[config.mk]
export PLATFORM = sky130hd
export DESIGN_NAME = split_read_counter
export DESIGN_NICKNAME = d
export VERILOG_FILES = /design/src/rtl/splitrd_pkg.sv /design/src/rtl/splitrd_counter.sv /design/src/rtl/splitrd_tracker.sv /design/src/rtl/splitrd_regs.sv /design/src/rtl/split_read_counter.sv
export SDC_FILE = /design/constraint.sdc
export NUM_CORES = 1
export LEC_CHECK = 0
export CAP_MARGIN = 20
export CORE_ASPECT_RATIO = 1.1
export CORE_MARGIN = 4
export CORE_UTILIZATION = 45
export CTS_CLUSTER_DIAMETER = 80
export DETAILED_ROUTE_END_ITERATION = 10
export DONT_BUFFER_PORTS = 1
export HOLD_SLACK_MARGIN = 0.03
export PLACE_DENSITY = 0.64
export SKIP_CTS_REPAIR_TIMING = 1
export SYNTH_ARGS = -nofsm -noshare
export SYNTH_HDL_FRONTEND = slang
export SYNTH_SLANG_ARGS = --single-unit
[constraint.sdc]
create_clock -name clk -period 3.9 [get_ports clk]
set_input_delay 0.195 -clock clk [delete_from_list [all_inputs] [get_ports clk]]
set_output_delay 0.195 -clock clk [all_outputs]
set_load 0.05 [all_outputs]
[src/rtl/splitrd_pkg.sv]
package splitrd_pkg;

    typedef enum logic [1:0] {
        TRK_IDLE      = 2'd0,
        TRK_LOW_SEEN  = 2'd1,
        TRK_PAIR_DONE = 2'd2
    } trk_state_e;

    localparam int STATUS_BIT = 31;
    localparam int ENABLE_BIT = 0;

endpackage

[src/rtl/splitrd_counter.sv]
module splitrd_counter #(
    parameter int              CNT_W       = 64,
    parameter int              LO_W        = 32,
    parameter logic [CNT_W-1:0] RESET_VALUE = '0
) (
    input  logic             clk,
    input  logic             rst_n,
    input  logic             en,
    output logic [CNT_W-1:0] cnt,
    output logic             carry_lo
);

    localparam logic [LO_W-1:0] LO_ALL_ONES = '1;

    always_ff @(posedge clk) begin
        if (!rst_n) begin
            cnt <= RESET_VALUE;
        end else if (en) begin
            cnt <= cnt + 1'b1;
        end
    end

    // Carry into the upper word happens at the coming edge.
    assign carry_lo = en && (cnt[LO_W-1:0] == LO_ALL_ONES);

    p_step_when_on_r2: assert property (@(posedge clk) disable iff (!rst_n)
        en |=> cnt == $past(cnt) + 1'b1);

    p_hold_when_off_r3: assert property (@(posedge clk) disable iff (!rst_n)
        !en |=> $stable(cnt));

endmodule

[src/rtl/splitrd_tracker.sv]
module splitrd_tracker
    import splitrd_pkg::*;
(
    input  logic clk,
    input  logic rst_n,
    input  logic rd_lo,
    input  logic rd_hi,
    input  logic rd_ctrl,
    input  logic exc_entry,
    input  logic carry_lo,
    output logic pair_ok
);

    trk_state_e state, state_n;
    logic       err, err_n;

    // State register.
    always_ff @(posedge clk) begin
        if (!rst_n) begin
            state <= TRK_IDLE;
            err   <= 1'b0;
        end else begin
            state <= state_n;
            err   <= err_n;
        end
    end

    // Transitions.
    always_comb begin
        state_n = state;
        err_n   = err;
        unique case (state)
            TRK_IDLE: begin
                if (rd_lo) begin
                    state_n = TRK_LOW_SEEN;   // start
                    err_n   = carry_lo;
                end
            end
            TRK_LOW_SEEN: begin
                if (rd_lo) begin
                    state_n = TRK_LOW_SEEN;   // start again
                    err_n   = carry_lo;
                end else if (rd_hi) begin
                    state_n = TRK_PAIR_DONE;  // finish
                end else if (rd_ctrl) begin
                    state_n = TRK_IDLE;       // abort
                end else begin
                    err_n = err | carry_lo | exc_entry;
                end
            end
            TRK_PAIR_DONE: begin
                if (rd_lo) begin
                    state_n = TRK_LOW_SEEN;
                    err_n   = carry_lo;
                end else if (rd_hi || rd_ctrl) begin
                    state_n = TRK_IDLE;       // orphan or report
                end
            end
            default: begin
                state_n = TRK_IDLE;
                err_n   = 1'b0;
            end
        endcase
    end

    // Output.
    always_comb begin
        pair_ok = (state == TRK_PAIR_DONE) && !err;
    end

    p_exc_spoils_r6: assert property (@(posedge clk) disable iff (!rst_n)
        (state == TRK_LOW_SEEN && exc_entry && !rd_lo && !rd_hi && !rd_ctrl) |=> err);

    p_carry_spoils_r7: assert property (@(posedge clk) disable iff (!rst_n)
        (state == TRK_LOW_SEEN && carry_lo && !rd_lo && !rd_hi && !rd_ctrl) |=> err);

    p_done_from_low_r5: assert property (@(posedge clk) disable iff (!rst_n)
        $rose(state == TRK_PAIR_DONE) |-> $past(state == TRK_LOW_SEEN && rd_hi));

    p_ctrl_ends_seq_r8: assert property (@(posedge clk) disable iff (!rst_n)
        (rd_ctrl && !rd_lo) |=> state == TRK_IDLE);

    p_orphan_high_r8: assert property (@(posedge clk) disable iff (!rst_n)
        (rd_hi && state != TRK_LOW_SEEN) |=> state == TRK_IDLE);

endmodule

[src/rtl/splitrd_regs.sv]
module splitrd_regs
    import splitrd_pkg::*;
#(
    parameter int              ADDR_W    = 12,
    parameter int              REG_W     = 32,
    parameter int              CNT_W     = 64,
    parameter logic [ADDR_W-1:0] CTRL_ADDR = 12'h103,
    parameter logic [ADDR_W-1:0] LO_ADDR   = 12'h104,
    parameter logic [ADDR_W-1:0] HI_ADDR   = 12'h105
) (
    input  logic              clk,
    input  logic              rst_n,
    input  logic [ADDR_W-1:0] bus_addr,
    input  logic              bus_rd,
    input  logic              bus_wr,
    input  logic [REG_W-1:0]  bus_wdata,
    input  logic [CNT_W-1:0]  cnt,
    input  logic              pair_ok,
    output logic              en,
    output logic              rd_lo,
    output logic              rd_hi,
    output logic              rd_ctrl,
    output logic [REG_W-1:0]  bus_rdata
);

    localparam int N_WORDS = CNT_W / REG_W;

    logic [REG_W-1:0] word [N_WORDS];

    for (genvar g = 0; g < N_WORDS; g++) begin : g_word
        assign word[g] = cnt[g*REG_W +: REG_W];
    end

    assign rd_lo   = bus_rd && (bus_addr == LO_ADDR);
    assign rd_hi   = bus_rd && (bus_addr == HI_ADDR);
    assign rd_ctrl = bus_rd && (bus_addr == CTRL_ADDR);

    always_ff @(posedge clk) begin
        if (!rst_n) begin
            en <= 1'b0;
        end else if (bus_wr && bus_addr == CTRL_ADDR) begin
            en <= bus_wdata[ENABLE_BIT];
        end
    end

    always_comb begin
        bus_rdata = '0;
        if (rd_lo) begin
            bus_rdata = word[0];
        end else if (rd_hi) begin
            bus_rdata = word[N_WORDS-1];
        end else if (rd_ctrl) begin
            bus_rdata[ENABLE_BIT] = en;
            bus_rdata[STATUS_BIT] = pair_ok;
        end
    end

endmodule

[src/rtl/split_read_counter.sv]
module split_read_counter #(
    parameter int              ADDR_W      = 12,
    parameter logic [63:0]     RESET_VALUE = 64'd0,
    parameter logic [ADDR_W-1:0] CTRL_ADDR   = 12'h103,
    parameter logic [ADDR_W-1:0] LO_ADDR     = 12'h104,
    parameter logic [ADDR_W-1:0] HI_ADDR     = 12'h105
) (
    input  logic              clk,
    input  logic              rst_n,
    input  logic [ADDR_W-1:0] bus_addr,
    input  logic              bus_rd,
    input  logic              bus_wr,
    input  logic [31:0]       bus_wdata,
    output logic [31:0]       bus_rdata,
    input  logic              exc_entry
);

    localparam int REG_W = 32;
    localparam int CNT_W = 64;

    logic [CNT_W-1:0] cnt;
    logic             carry_lo;
    logic             en;
    logic             rd_lo, rd_hi, rd_ctrl;
    logic             pair_ok;

    splitrd_counter #(
        .CNT_W      (CNT_W),
        .LO_W       (REG_W),
        .RESET_VALUE(RESET_VALUE)
    ) u_counter (
        .clk     (clk),
        .rst_n   (rst_n),
        .en      (en),
        .cnt     (cnt),
        .carry_lo(carry_lo)
    );

    splitrd_tracker u_tracker (
        .clk      (clk),
        .rst_n    (rst_n),
        .rd_lo    (rd_lo),
        .rd_hi    (rd_hi),
        .rd_ctrl  (rd_ctrl),
        .exc_entry(exc_entry),
        .carry_lo (carry_lo),
        .pair_ok  (pair_ok)
    );

    splitrd_regs #(
        .ADDR_W   (ADDR_W),
        .REG_W    (REG_W),
        .CNT_W    (CNT_W),
        .CTRL_ADDR(CTRL_ADDR),
        .LO_ADDR  (LO_ADDR),
        .HI_ADDR  (HI_ADDR)
    ) u_regs (
        .clk      (clk),
        .rst_n    (rst_n),
        .bus_addr (bus_addr),
        .bus_rd   (bus_rd),
        .bus_wr   (bus_wr),
        .bus_wdata(bus_wdata),
        .cnt      (cnt),
        .pair_ok  (pair_ok),
        .en       (en),
        .rd_lo    (rd_lo),
        .rd_hi    (rd_hi),
        .rd_ctrl  (rd_ctrl),
        .bus_rdata(bus_rdata)
    );

    p_quiet_bus_r9: assert property (@(posedge clk) disable iff (!rst_n)
        !bus_rd |-> bus_rdata == 32'd0);

    p_reserved_zero_r9: assert property (@(posedge clk) disable iff (!rst_n)
        (bus_rd && bus_addr == CTRL_ADDR) |-> bus_rdata[30:1] == 30'd0);

endmodule

* After elaboration in Yosys (flattened, before gate mapping)
Cells that the tools add are included.
** Storage, ports and cells
- Flip-flop bits (word level) :: 68
- Input port bits :: 49
- Output and inout port bits :: 32
- Word-level logic and storage cells :: 49
** Operators by class
- $add $sub $neg :: 1
- Equality and inequality tests :: 12
- Multiplexer cells :: 18
- Bitwise operators :: 2
- Reductions and logical operators :: 12
** Operators by type and width (number)
- 64-bit by 1-bit adder with 64-bit output (second input constant) :: 1
- 12-bit by 9-bit == test with 1-bit output (second input constant) :: 3
- 32-bit == test (second input constant) :: 1
- 32-bit two-way mux :: 1
- 30-bit two-way mux :: 1
- 2-bit two-way mux :: 6
- 1-bit two-way mux :: 8
- 1-bit logical AND :: 6
- 3-bit != test (second input constant) :: 2
- 2-bit one-hot mux with 3 select lines :: 1
- 3-bit AND reduction :: 2
- 4-bit by 2-bit != test with 1-bit output (second input constant) :: 1
- 3-bit by 2-bit != test with 1-bit output (second input constant) :: 1
- 2-bit by 1-bit == test with 1-bit output (second input constant) :: 1
- 2-bit == test (second input constant) :: 1
- 2-bit zero test :: 1
- 2-bit by 1-bit != test with 1-bit output (second input constant) :: 1
- 2-bit != test (second input constant) :: 1
- 1-bit OR :: 2
- 1-bit one-hot mux with 2 select lines :: 1
- 2-bit OR reduction :: 1
- 1-bit zero test :: 1
- 1-bit logical OR :: 1

* Logic depth before layout (Yosys ltp)
- Depth in word-level cells :: 8
- Mapped depth :: 7

* Cells and area by module
From an unflattened synthesis, not the netlist that was laid out.
** Second synthesis, totals
- Cell total of the unflattened synthesis :: 485
- Area, all modules :: 4058.9 µm²
** By module, submodules not included
- splitrd_counter :: instances 1, cells an instance 409, area an instance 3374.5 µm²
- splitrd_regs :: instances 1, cells an instance 56, area an instance 525.5 µm²
- splitrd_tracker :: instances 1, cells an instance 20, area an instance 158.9 µm²

* Worst setup path after synthesis
Ideal clock, no wire load.
- Kind :: input port to output port
- From :: input bus_addr[7]
- To :: output bus_rdata[31]
- Arrival :: 2505 ps
- Slack :: 1200 ps
- Cell stages on the path :: 4
- Path buffers :: 0
- Cell sequence :: nor4b_1 -> nand4_1 -> or3b_2 -> o31ai_1
** Between the ends
- Word-level cells in the longest chain between the ends :: 5
- Elaborated cells on any way between the ends :: 9
** Ends and longest elaborated chain
- start, declared :: line split_read_counter.sv:10 : input logic [ADDR_W-1:0] bus_addr,
- 12-bit by 9-bit == test with 1-bit output :: line splitrd_regs.sv:36 : assign rd_ctrl = bus_rd && (bus_addr == CTRL_ADDR);
- 1-bit logical AND :: line splitrd_regs.sv:36
- 1-bit two-way mux :: line splitrd_regs.sv:52 : end else if (rd_ctrl) begin
- 1-bit two-way mux :: line splitrd_regs.sv:50 : end else if (rd_hi) begin
- 32-bit two-way mux (*) :: line splitrd_regs.sv:48 : if (rd_lo) begin
- end, declared :: line split_read_counter.sv:14 : output logic [31:0] bus_rdata,
Mark *: on every way between the ends. The rest lies on a longest branch, timed or not.

* Worst setup path after layout
Ends and elaborated chain as after synthesis.

==> results.ini <==
[pwr]
p_leak_nw=1.21
total_power_mw=1.25
p_per_area_nw_per_um2=318
ir_drop_mv=0.164

[clock_network]
cts.sinks=68
ctsLongestPathBuffers=2
h-tree-depth=3
cts_tree=done
cts_made_buffers=9
clk_latency_ps=350
clockRootBuffer=clkbuf_8
clk_pin_slew_worst_paths_ps=70

[sta]
holdWs_ps=30.5
fmax_mhz=389
rsz0062_at_grt=false
fin_worst_skew_ps=5.68
fin_crit_ps=2570
min_period_over_period_pct=65.9
setup_viol=0
hold_violations=0
slew_headroom_pct=35.8
drv_slew=0
final.setup.tns_ps=0
worstMarginPinSlew_ps=957

[setup_path]
cp_slowest_cell=o31ai_2
cp-end-kind=output port
max_stage_delay_ps=830
path_class=primary input to output port
worstPathMaxFanout=4
critPathRequiredTime_ps=3700
critPathArrivalTime_ps=2370
worstPathCellList=nor4b_1, nand4_1, or3b_2, o31ai_2
startpoint_type=primary input

[die]
core-area_um2=7910
rows=34
ioPinCount=81
start_util_pct=46.0
die_y_um=102
dieArea_um2=9600
fp.dieW_um=93.8

[synth]
yosys-top-cells-area=dfxtp_1 37%, a22o_1 7.2%, nor2_1 4.9%
ys_async_sr_fraction_pct=0
synth.area.mux_share_pct=0.859
synth_top_family_by_area=simple AND/OR/NAND/NOR gates
synth-compound-area-share_pct=18.9
synth-seq-cells=68
synth_cell_types=48
synth_edf_count=0
synth_fa_ha_area_share_pct=0.344
synth.top_cell.area_share_pct=37.4
postSynthAreaPerCell_um2=8.29
synthFlopType=dfxtp_1
netlist_top_cells_count=68 x dfxtp_1, 48 x nor2_1, 30 x a21oi_1, 30 x a22o_1, 28 x nand4_1
yosys.area_share.simple_pct=31.7
synthXorXnorAreaFrac_pct=7.70
syn_nets=489
netlist.top_cell.by_area=dfxtp_1
seq_area_frac_synth_pct=37.4
netlist_area_um2=3640
yosysMostFrequentCell=dfxtp_1
yosysWarningCount=0
synth_cells=439

[global_route]
grt_pass1_vias=3089
overflow=0
grt_max_degree=63
track_usage_pct=21.2
antenna_found_initial=0
grt_pass1_wl_mm=15.8

[routing]
drtAntennaViolNets=0
detail_route.drc_violations=0
drt_pass1_iterations=5
avgViaCountPerCell=6.11
drt_iter0_drc=186
vias=3334
wirelength_mm=9.86
wl_per_cell_um=18.1

[placement]
place_congestion=0.839
postPlaceCellArea_um2=3720
hpwl_mm=6.99
io_buffers=0
dp_cells=528

[run_status]
status=completed

[cells_and_area]
fill_cells=800
area_growth_pct=8.25
nets=485
multiInputGateArea_um2=2180
stdcell_area_um2=3940
seq_area_um2=1360
drive_gt1_share_pct=7.31
fin_cells=546
antenna_cells=0

[flow_run]
cap_viol_max_count=0

[min_path]
hold_path_class=primary input to flip-flop

metrics by stage:
stage	util [%]	setup WS, ps
final	49.8	1330
after global routing	49.8	1160
after CTS	49.2	1320
after detailed placement	47.0	1310
after global placement	47.0	1390
after floorplan	-	1200
per-layer routing:
metal	global-route usage [%]	routed length [um]	up-vias
li1	-	-	1639
met2	35.2	4750	82
met1	26.6	4350	1600
met5	0	0	-
met4	7.56	139	0
met3	5.67	620	13
cell families after synthesis:
family | count (synthesis)
AO/OA/AOI/OAI | 102
XOR/XNOR | 32
adder cells (fa/ha/maj) | 1
buffers and inverters | 28
flip-flops | 68
multiplexers | 3
AND/OR/NAND/NOR | 205
layout make-up:
| type | instances | share of cell area (%) |
|---|---|---|
| Clock buffer | 12 | 4.19 |
| Clock inverter | 2 | 0.254 |
| Inverter | 7 | 0.667 |
| Multi-Input combinational cell | 343 | 55.3 |
| Sequential cell | 68 | 34.5 |
| Tap cell | 108 | 3.43 |
| Timing Repair Buffer | 6 | 1.65 |
sequential cells by signal, indices dropped and copies added, names as in the netlist:
name,cells
u_counter.cnt,64
u_regs.en,1
u_tracker.err,1
u_tracker.state,2
critical path: cells and delay by family:
kind / cells / cell delay, ps
simple gates: 3 / 1340
compound gates: 1 / 830
final timing paths:
check	cells past startpoint	start	endpoint	slack, ps
worst min register to register	2	u_counter.cnt[63]	u_counter.cnt[63]	490
worst max-delay path	4	bus_addr[7]	bus_rdata[31]	1330
worst min-delay path	2	rst_n	u_counter.cnt[51]	30
worst max register to register	5	u_counter.cnt[15]	u_counter.cnt[63]	1380
report_power, final:
group,total (mW),switching (mW),internal [mW]
Combinational,0.0226,0.0153,0.00730
Sequential,0.694,0.00000968,0.694
Clock,0.536,0.262,0.274
Total,1.25,0.277,0.975
cells in the final DEF, fill, tap and decap left out, types with 11 or more instances in the layout:
| cell type | count |
|---|---|
| a22o_1 | 30 |
| nand4_1 | 28 |
| nand2_1 | 26 |
| o31ai_1 | 11 |
| xor2_1 | 20 |
| a21oi_1 | 30 |
| or3_1 | 18 |
| o21ai_0 | 19 |
| xnor2_1 | 12 |
| dfxtp_1 | 68 |
| or4_1 | 11 |
| nor2_1 | 48 |
| clkbuf_8 | 12 |
| nand3_1 | 27 |
(Power assumes the default switching activity.)
